==> src/rtl/cyc_cmd_pkg.sv <==
package cyc_cmd_pkg;

   localparam int STAT_W = 3;
   localparam int NCMD   = 7;

   typedef enum logic [STAT_W-1:0] {
      ST_INTA  = 3'b000,
      ST_IORD  = 3'b001,
      ST_IOWR  = 3'b010,
      ST_HALT  = 3'b011,
      ST_FETCH = 3'b100,
      ST_MRD   = 3'b101,
      ST_MWR   = 3'b110,
      ST_IDLE  = 3'b111
   } bus_stat_e;

   typedef struct packed {
      logic mrd;
      logic mwr;
      logic iord;
      logic iowr;
      logic inta;
   } cmd_set_t;

   typedef struct packed {
      cmd_set_t cmd;
      logic     moves_data;
      logic     inbound;
   } cyc_class_t;

   function automatic cyc_class_t classify(input logic [STAT_W-1:0] code);
      cyc_class_t c;
      c = '0;
      case (bus_stat_e'(code))
         ST_INTA:  begin c.cmd.inta = 1'b1; c.moves_data = 1'b1; c.inbound = 1'b1; end
         ST_IORD:  begin c.cmd.iord = 1'b1; c.moves_data = 1'b1; c.inbound = 1'b1; end
         ST_IOWR:  begin c.cmd.iowr = 1'b1; c.moves_data = 1'b1; end
         ST_FETCH: begin c.cmd.mrd  = 1'b1; c.moves_data = 1'b1; c.inbound = 1'b1; end
         ST_MRD:   begin c.cmd.mrd  = 1'b1; c.moves_data = 1'b1; c.inbound = 1'b1; end
         ST_MWR:   begin c.cmd.mwr  = 1'b1; c.moves_data = 1'b1; end
         default:  c = '0;
      endcase
      return c;
   endfunction

endpackage

==> src/rtl/cyc_cmd_map.sv <==
module cyc_cmd_map
   import cyc_cmd_pkg::*;
(
   input  logic [STAT_W-1:0] code,
   output cyc_class_t        cls
);

   always_comb begin
      cls = classify(code);
   end

endmodule

==> src/rtl/cyc_status_track.sv <==
module cyc_status_track
   import cyc_cmd_pkg::*;
#(
   parameter int WRITE_LAG = 1,
   localparam int CNT_W = $clog2(WRITE_LAG + 1)
) (
   input  logic              clk,
   input  logic              rst_n,
   input  logic [STAT_W-1:0] status,
   input  logic              ready,
   input  logic              inbound_now,
   output logic [STAT_W-1:0] type_q,
   output logic              ale_q,
   output logic              dtr_q,
   output logic              phase_on,
   output logic              late_ok
);

   logic [STAT_W-1:0] prev_q;
   logic              busy_q;
   logic [CNT_W-1:0]  lag_cnt_q;
   logic              start_c;
   logic              finish_c;

   assign start_c  = !busy_q && (prev_q == ST_IDLE) && (status != ST_IDLE);
   assign finish_c = busy_q && (status == ST_IDLE) && ready;
   assign phase_on = busy_q && !finish_c;
   assign late_ok  = (lag_cnt_q >= CNT_W'(WRITE_LAG));

   always_ff @(posedge clk or negedge rst_n) begin
      if (!rst_n) begin
         prev_q <= ST_IDLE;
      end else begin
         prev_q <= status;
      end
   end

   always_ff @(posedge clk or negedge rst_n) begin
      if (!rst_n) begin
         busy_q    <= 1'b0;
         ale_q     <= 1'b0;
         dtr_q     <= 1'b1;
         type_q    <= ST_IDLE;
         lag_cnt_q <= '0;
      end else if (start_c) begin
         busy_q    <= 1'b1;
         ale_q     <= 1'b1;
         dtr_q     <= !inbound_now;
         type_q    <= status;
         lag_cnt_q <= '0;
      end else if (finish_c) begin
         busy_q    <= 1'b0;
         ale_q     <= 1'b0;
         dtr_q     <= 1'b1;
         type_q    <= ST_IDLE;
         lag_cnt_q <= '0;
      end else begin
         ale_q <= 1'b0;
         if (busy_q && !late_ok) begin
            lag_cnt_q <= lag_cnt_q + 1'b1;
         end
      end
   end

endmodule

==> src/rtl/cyc_strobe_gen.sv <==
module cyc_strobe_gen
   import cyc_cmd_pkg::*;
(
   input  logic       clk,
   input  logic       rst_n,
   input  logic       phase_on,
   input  logic       late_ok,
   input  cyc_class_t cls,
   output cmd_set_t   early_q,
   output logic       mwr_late_q,
   output logic       iowr_late_q,
   output logic       den_q
);

   always_ff @(posedge clk or negedge rst_n) begin
      if (!rst_n) begin
         early_q     <= '0;
         mwr_late_q  <= 1'b0;
         iowr_late_q <= 1'b0;
         den_q       <= 1'b0;
      end else if (phase_on) begin
         early_q     <= cls.cmd;
         mwr_late_q  <= cls.cmd.mwr && late_ok;
         iowr_late_q <= cls.cmd.iowr && late_ok;
         den_q       <= cls.moves_data;
      end else begin
         early_q     <= '0;
         mwr_late_q  <= 1'b0;
         iowr_late_q <= 1'b0;
         den_q       <= 1'b0;
      end
   end

endmodule

==> src/rtl/cyc_cmd_decoder.sv <==
module cyc_cmd_decoder
   import cyc_cmd_pkg::*;
#(
   parameter int WRITE_LAG      = 1,
   parameter int CMD_ACTIVE_LOW = 0
) (
   input  logic              clk,
   input  logic              rst_n,
   input  logic [STAT_W-1:0] bus_status,
   input  logic              ready,
   output logic              ale,
   output logic              den,
   output logic              dt_r,
   output logic              mem_rd,
   output logic              mem_wr,
   output logic              mem_wr_adv,
   output logic              io_rd,
   output logic              io_wr,
   output logic              io_wr_adv,
   output logic              int_ack
);

   generate
      if (WRITE_LAG < 1 || WRITE_LAG > 15) begin : g_bad_lag
         $error("cyc_cmd_decoder: WRITE_LAG must lie in 1..15");
      end
      if (CMD_ACTIVE_LOW != 0 && CMD_ACTIVE_LOW != 1) begin : g_bad_pol
         $error("cyc_cmd_decoder: CMD_ACTIVE_LOW must be 0 or 1");
      end
   endgenerate

   cyc_class_t        cls_now;
   cyc_class_t        cls_held;
   logic [STAT_W-1:0] type_q;
   logic              phase_on;
   logic              late_ok;
   cmd_set_t          early_q;
   logic              mwr_late_q;
   logic              iowr_late_q;
   logic [NCMD-1:0]   cmd_hi;
   logic [NCMD-1:0]   cmd_pins;

   cyc_cmd_map u_map_now (
      .code (bus_status),
      .cls  (cls_now)
   );

   cyc_cmd_map u_map_held (
      .code (type_q),
      .cls  (cls_held)
   );

   cyc_status_track #(
      .WRITE_LAG (WRITE_LAG)
   ) u_track (
      .clk         (clk),
      .rst_n       (rst_n),
      .status      (bus_status),
      .ready       (ready),
      .inbound_now (cls_now.inbound),
      .type_q      (type_q),
      .ale_q       (ale),
      .dtr_q       (dt_r),
      .phase_on    (phase_on),
      .late_ok     (late_ok)
   );

   cyc_strobe_gen u_strobe (
      .clk         (clk),
      .rst_n       (rst_n),
      .phase_on    (phase_on),
      .late_ok     (late_ok),
      .cls         (cls_held),
      .early_q     (early_q),
      .mwr_late_q  (mwr_late_q),
      .iowr_late_q (iowr_late_q),
      .den_q       (den)
   );

   assign cmd_hi = {early_q.mrd, mwr_late_q, early_q.mwr,
                    early_q.iord, iowr_late_q, early_q.iowr, early_q.inta};

   generate
      if (CMD_ACTIVE_LOW != 0) begin : g_pol_low
         assign cmd_pins = ~cmd_hi;
      end else begin : g_pol_high
         assign cmd_pins = cmd_hi;
      end
   endgenerate

   assign {mem_rd, mem_wr, mem_wr_adv, io_rd, io_wr, io_wr_adv, int_ack} = cmd_pins;

   logic unused_now;
   assign unused_now = ^{cls_now.cmd, cls_now.moves_data, cls_held.inbound};

endmodule

==> config.mk <==
export PLATFORM = sky130hd
export DESIGN_NAME = cyc_cmd_decoder
export DESIGN_NICKNAME = d
export VERILOG_FILES = /design/src/rtl/cyc_cmd_pkg.sv /design/src/rtl/cyc_cmd_map.sv /design/src/rtl/cyc_status_track.sv /design/src/rtl/cyc_strobe_gen.sv /design/src/rtl/cyc_cmd_decoder.sv
export SDC_FILE = /design/constraint.sdc
export NUM_CORES = 1
export LEC_CHECK = 0
export BUFFER_PORTS_ARGS = -buffer_cell sky130_fd_sc_hd__buf_2
export CAP_MARGIN = 20
export CORE_AREA = 2 2 39 41
export CTS_CLUSTER_SIZE = 25
export DETAILED_ROUTE_END_ITERATION = 10
export DIE_AREA = 0 0 41 43
export PLACE_DENSITY = 0.82
export SYNTH_ARGS = -nofsm -noshare
export SYNTH_HDL_FRONTEND = slang
export SYNTH_SLANG_ARGS = --single-unit
==> constraint.sdc <==
create_clock -name clk -period 3.2 [get_ports clk]
set_input_delay 0.32 -clock clk [delete_from_list [all_inputs] [get_ports clk]]
set_output_delay 0.32 -clock clk [all_outputs]
set_load 0.02 [all_outputs]
==> flow_summary.json, run 1 <==
{
  "status": "finished clean",
  "synth-seq-cells": 18,
  "cp.required_ps": 2880,
  "antenna_found_initial": 0,
  "cap_violations": 0,
  "drcViolationCount": 0,
  "areaGrowthSynthToFinish_pct": 21.9,
  "n_antenna_cell": 0,
  "grt_pass1_vias": 413,
  "hold_violations": 0,
  "cts.htree.levels": 1,
  "seq_area_frac_synth_pct": 71.1,
  "critPathKind": "reg -> out",
  "synth_top_area_share_pct": 42.6,
  "fillCellCount": 122,
  "fin_nets": 71,
  "fin_util_pct": 56.9,
  "viasPerCell": 5.09,
  "clk_pin_slew_ps": 100,
  "wl_um": 987,
  "yosysWarnings": 0,
  "p_leak_nw": 0.389,
  "core_um2": 1380,
  "drive_above_1_share_pct": 46.9,
  "finish.instance_area_um2": 787,
  "cp.arrival_ps": 980,
  "overflow": 0,
  "num_vias": 407,
  "cts_buffers": 3,
  "fin_tns_setup_ps": 0,
  "critPathMaxFanout": 2,
  "synth_nets": 50,
  "slowest_stage": "dfstp_2",
  "cts_root_buf": "clkbuf_4",
  "seqPwrFrac_pct": 54.3,
  "rrSetupSlack_ps": 2050,
  "drtIter0Drc": 9,
  "finalNonFillerCells": 80,
  "antenna_left": 0,
  "post-route-min-period_ps": 1300,
  "post_cts_resized": 0,
  "post_drt_wl_per_cell_um": 12.3,
  "post_cts_buffers": 0,
  "p_int_w": 0.000419,
  "grt_first_pass_wirelength_mm": 1.73,
  "met2_usage_pct": 20.9,
  "switchingPower_w": 0.000181,
  "cpPeakStageDelay_ps": 540,
  "clock-sinks": 18,
  "die_height_um": 43,
  "fmax_ghz": 0.767,
  "pwr-share-comb_pct": 22.8,
  "fin_skew_ps": 3.22,
  "grt_max_degree": 19,
  "path_delay_family": "flip-flops",
  "ios": 16,
  "rsz0062_at_grt": "false",
  "critPathBufInv": 1,
  "die-width_um": 41,
  "start_kind": "flip-flop",
  "track_usage_pct": 14.8,
  "grt-busiest-layer": "met2",
  "clock_latency_ps": 290,
  "drt-pass1-iter-count": 3,
  "report.power.total_w": 0.000600,
  "met3_usage_pct": 3.14,
  "tightest_slew_ps": 379,
  "clkPwrFrac_pct": 22.9,
  "globalplace.congestion": 0.814,
  "final_max_slew_viol_count": 0,
  "synth.distinct_cells": 17,
  "maxSlewHeadroom_pct": 74.7,
  "clock_path_buffers": 2,
  "post_dp_cell_area_um2": 741,
  "postSynthAreaPerCell_um2": 14.7,
  "syn-instance-count": 44,
  "dieArea_um2": 1760,
  "start_util_pct": 46.7,
  "hold_path.class": "in -> reg",
  "synthesis.area_um2": 646,
  "ir_worst_vdd_uv": 355,
  "grtUsageMet1_pct": 19.6,
  "port_buffers": 15,
  "cp-end-kind": "output port",
  "path_cells": "buf_2",
  "synth_area_leaders": "dfrtp_1 (43%), dfstp_2 (28%), o22a_1 (5.4%)",
  "dpl.cell_count": 75,
  "hold_buffers": 1,
  "power_density_nw_per_um2": 763,
  "swShare_pct": 30.2,
  "timing.final.crit_share_pct": 40.8,
  "cts_tree": "yes",
  "rows": 14,
  "finalSetupViolCount": 0,
  "synth_top_area_cell": "dfrtp_1"
}
## worst paths after layout
| kind | depth (start not counted) | start | end |
|---|---|---|---|
| max | 1 | u_track.dtr_q | dt_r |
| min | 1 | bus_status[0] | u_track.prev_q[0] |
| max reg2reg | 3 | u_track.prev_q[1] | u_track.dtr_q |
| min reg2reg | 1 | u_track.dtr_q | u_track.dtr_q |
| max in group asynchronous | 2 | rst_n | u_track.type_q[2] |
| min in group asynchronous | 2 | rst_n | u_track.busy_q |
## power groups by stage
stage / combinational (W) / clock (W) / sequential, W
2_1_floorplan: 0.0000671 / 0 / 0.000354
3_3_place_gp: 0.000136 / 0 / 0.000331
3_5_place_dp: 0.000139 / 0 / 0.000330
4_1_cts: 0.000139 / 0.000140 / 0.000326
5_1_grt: 0.000152 / 0.000150 / 0.000336
6_report: 0.000137 / 0.000137 / 0.000326
## metal layers
| layer | up-vias | part of all wire, % |
|---|---|---|
| met5 | - | 0 |
| met4 | 0 | 2.7 |
| met3 | 4 | 5.1 |
| met2 | 11 | 50 |
| met1 | 196 | 42 |
| li1 | 196 | - |
## cells by family after synthesis
group	Yosys count	synth area share, %
AO/OA/AOI/OAI	8	10.9
flip-flops	18	71.1
buffers and inverters	1	0.581
AND/OR/NAND/NOR	17	17.4
## stage by stage
stage | hold slack (ps) | worst slack (ps)
detailed placement | 261 | 2060
CTS | 149 | 1890
global route | 153 | 1870
floorplan | 24.4 | 2120
global placement | 254 | 2080
finish | 153 | 1900
## sequential cells by signal, summed over array words and instances, names as in the netlist
register              cells
u_strobe.mwr_late_q       1
u_track.ale_q             1
u_track.lag_cnt_q         1
u_track.dtr_q             1
u_track.busy_q            1
u_strobe.den_q            1
u_strobe.iowr_late_q      1
u_track.prev_q            3
u_track.type_q            3
u_strobe.early_q          5
## worst reg2reg max path, delay by kind of cell (launching register included)
family | cells | cell delay, ps
flip-flops | 1 | 560
AO/OA/AOI/OAI | 2 | 390
AND/OR/NAND/NOR | 1 | 160
## final cells by class
type | count | area [um2] | area share [%]
flip-flops and latches | 18 | 459 | 58.3
multi-input cells | 25 | 183 | 23.2
clock buffers | 4 | 36.3 | 4.61
inverters | 1 | 3.75 | 0.477
well taps | 16 | 20.0 | 2.54
repair buffers | 16 | 85.1 | 10.8
## cells in the final DEF, fill, tap and decap left out, types with 2 or more instances in the layout
| cell | synthesis | final |
|---|---|---|
| dfstp_2 | 7 | 7 |
| nand2_1 | 2 | 2 |
| nand3b_1 | 2 | 2 |
| clkbuf_4 | 0 | 3 |
| dfrtp_1 | 11 | 11 |
| nor2_1 | 6 | 6 |
| buf_2 | 0 | 15 |
| a21oi_1 | 2 | 2 |
| o22a_1 | 4 | 4 |
## cell usage after synthesis
cell / instances
o22a_1: 4
o22ai_4: 1
and3_2: 1
nand3b_1: 2
o21ai_1: 1
inv_1: 1
nand4_2: 1
dfrtp_1: 11
dfstp_2: 7
nand2b_1: 1
a21oi_1: 2
nand2_1: 2
nand4b_4: 1
nand3_1: 1
nor3b_1: 1
nor3_1: 1
nor2_1: 6
Note: power is estimated with default switching activity, not from simulation.
==> inputs of run 2 (changes only) <==
--- a/config.mk
+++ b/config.mk
@@ -7,11 +7,10 @@
 export LEC_CHECK = 0
 export BUFFER_PORTS_ARGS = -buffer_cell sky130_fd_sc_hd__buf_2
 export CAP_MARGIN = 20
-export CORE_AREA = 2 2 39 41
+export CORE_UTILIZATION = 44
 export CTS_CLUSTER_SIZE = 25
 export DETAILED_ROUTE_END_ITERATION = 10
-export DIE_AREA = 0 0 41 43
-export PLACE_DENSITY = 0.82
+export PLACE_DENSITY = 0.79
 export SYNTH_ARGS = -nofsm -noshare
 export SYNTH_HDL_FRONTEND = slang
 export SYNTH_SLANG_ARGS = --single-unit
==> constraint.sdc (replaced) <==
create_clock -name clk -period 1.1 [get_ports clk]
set_input_delay 0.11 -clock clk [delete_from_list [all_inputs] [get_ports clk]]
set_output_delay 0.11 -clock clk [all_outputs]
set_load 0.02 [all_outputs]
==> run 2 against run 1 <==
Effect of this change: the run now ends with setup timing left; hold slack worse by 35 ps; setup slack worse by 1900 ps; clock skew up 0.71 ps; flip-flop and latch count unchanged; combinational power rose to 3.3 times the previous value; sequential share of layout area down 3.7 points; design area up 6.8%; via count up 4.2%; sequential power rose to 2.9 times the previous value; critical path type is now reg -> reg; largest power group unchanged.
==> flow_summary.json, run 2 (synthesized netlist as in run 1, its figures left out) <==
{
  "cp-end-kind": "flip-flop",
  "viasPerCell": 4.99,
  "fin_util_pct": 63.0,
  "n_antenna_cell": 0,
  "die_height_um": 40.3,
  "top_register": "u_strobe.early_q",
  "p_int_w": 0.00126,
  "p_leak_nw": 0.415,
  "finish.instance_area_um2": 841,
  "cts.htree.levels": 1,
  "status": "complete, but fails checks",
  "hpwl_um": 675,
  "finalWorstSetupSlack_ps": -28.5,
  "port_buffers": 15,
  "swShare_pct": 29.3,
  "pwr-share-comb_pct": 25.3,
  "violations": "setup timing",
  "finalSetupViolCount": 4,
  "rsz0062_at_grt": "true",
  "areaGrowthSynthToFinish_pct": 30.2,
  "grt_max_degree": 19,
  "finalNonFillerCells": 85,
  "power_density_nw_per_um2": 2110,
  "cts_buffers": 3,
  "globalplace.congestion": 0.720,
  "dpl.cell_count": 75,
  "start_util_pct": 48.4,
  "clock_latency_ps": 280,
  "post_drt_wl_per_cell_um": 11.5,
  "maxSlewHeadroom_pct": 75.2,
  "cts_root_buf": "clkbuf_4",
  "fmax_ghz": 0.886,
  "clock-sinks": 18,
  "critPathKind": "reg -> reg",
  "layout_common_cells": "buf_2 (14), dfrtp_1 (11), dfstp_2 (7)",
  "largest_register_ffs": 5,
  "overflow": 0,
  "drtIter0Drc": 8,
  "die-width_um": 40.3,
  "start_kind": "flip-flop",
  "hold_violations": 0,
  "core_um2": 1330,
  "final_max_slew_viol_count": 0,
  "wl_um": 976,
  "timing.final.crit_share_pct": 103,
  "fin_skew_ps": 3.93,
  "cap_violations": 0,
  "switchingPower_w": 0.000520,
  "clkPwrFrac_pct": 21.6,
  "ios": 16,
  "report.power.total_w": 0.00178,
  "clock_path_buffers": 2,
  "fin_nets": 77,
  "clk_pin_slew_ps": 100,
  "grt_pass1_vias": 379,
  "antenna_left": 0,
  "cp.required_ps": 1310,
  "antenna_found_initial": 0,
  "drt-pass1-iter-count": 4,
  "track_usage_pct": 13.8,
  "seqPwrFrac_pct": 53.1,
  "critPathMaxFanout": 4,
  "drcViolationCount": 0,
  "num_vias": 424,
  "grt_first_pass_wirelength_mm": 1.50,
  "dieArea_um2": 1620,
  "cp.arrival_ps": 1340,
  "post-route-min-period_ps": 1130,
  "ir_worst_vdd_uv": 1050,
  "cts_tree": "yes",
  "top_regs": "u_strobe.early_q (5), u_track.prev_q (3), u_track.type_q (3)",
  "layout_commonest_cell": "buf_2",
  "rows": 13,
  "post_dp_cell_area_um2": 747,
  "hold_path.class": "in -> reg",
  "drive_above_1_share_pct": 47.1,
  "tightest_slew_ps": 373
}
-- run 2: metal layers --
| layer | up-vias | track usage, % | part of all wire, % |
|---|---|---|---|
| li1 | 206 | - | - |
| met1 | 203 | 16.9 | 46 |
| met2 | 15 | 25.8 | 48 |
| met3 | 0 | 3.33 | 5.5 |
| met4 | 0 | 0 | 0 |
| met5 | - | 0 | 0 |
-- run 2: final timing paths --
kind / from / endpoint / slack (ps) / depth (start not counted)
min in group asynchronous: rst_n / u_track.busy_q / 280 / 2
hold / removal: bus_status[2] / u_track.type_q[2] / 120 / 2
hold reg to reg: u_track.lag_cnt_q / u_track.lag_cnt_q / 540 / 2
max in group asynchronous: rst_n / u_track.type_q[1] / 510 / 2
setup reg to reg: u_track.prev_q[2] / u_track.type_q[0] / -30 / 3
setup / recovery: u_track.prev_q[2] / u_track.type_q[0] / -30 / 3
-- run 2: metrics by stage --
step / hold slack (ps) / setup WS [ps] / setup TNS (ps)
global placement: 45.0 / -11.4 / -24.4
CTS: -57.1 / -49.2 / -169
finish: 118 / -28.5 / -78.3
floorplan: -186 / 22.6 / 0
global route: 122 / -65.7 / -217
detailed placement: 47.9 / -44.8 / -150
-- run 2: power groups by stage --
stage | Sequential, W | Combinational, W | Clock (W)
after floorplan | 0.00103 | 0.000195 | 0
after global placement | 0.000953 | 0.000424 | 0
after detailed placement | 0.000952 | 0.000425 | 0
after CTS | 0.000941 | 0.000445 | 0.000400
after global routing | 0.000964 | 0.000496 | 0.000420
final | 0.000945 | 0.000449 | 0.000384
-- run 2: critical path: stages, from the launching register on --
cell	delay [ps]
dfstp_2	560
nand4b_4	140
buf_4	170
o22a_1	190
-- run 2: what timing repair did --
action,CTS,global route
endpoints found under the setup margin,4,5
buffers inserted,2,0
resized for setup,0,1
hold buffers,3,1
pin swaps,6,1
hold endpoints to repair,14,1
-- run 2: cell type report --
cell class / instances / area, um2
fill: 115 / 493
sequential: 18 / 459
multi-input combinational: 25 / 183
timing repair buffer: 22 / 140
clock buffer: 4 / 36.3
tap: 15 / 18.8
inverter: 1 / 3.75
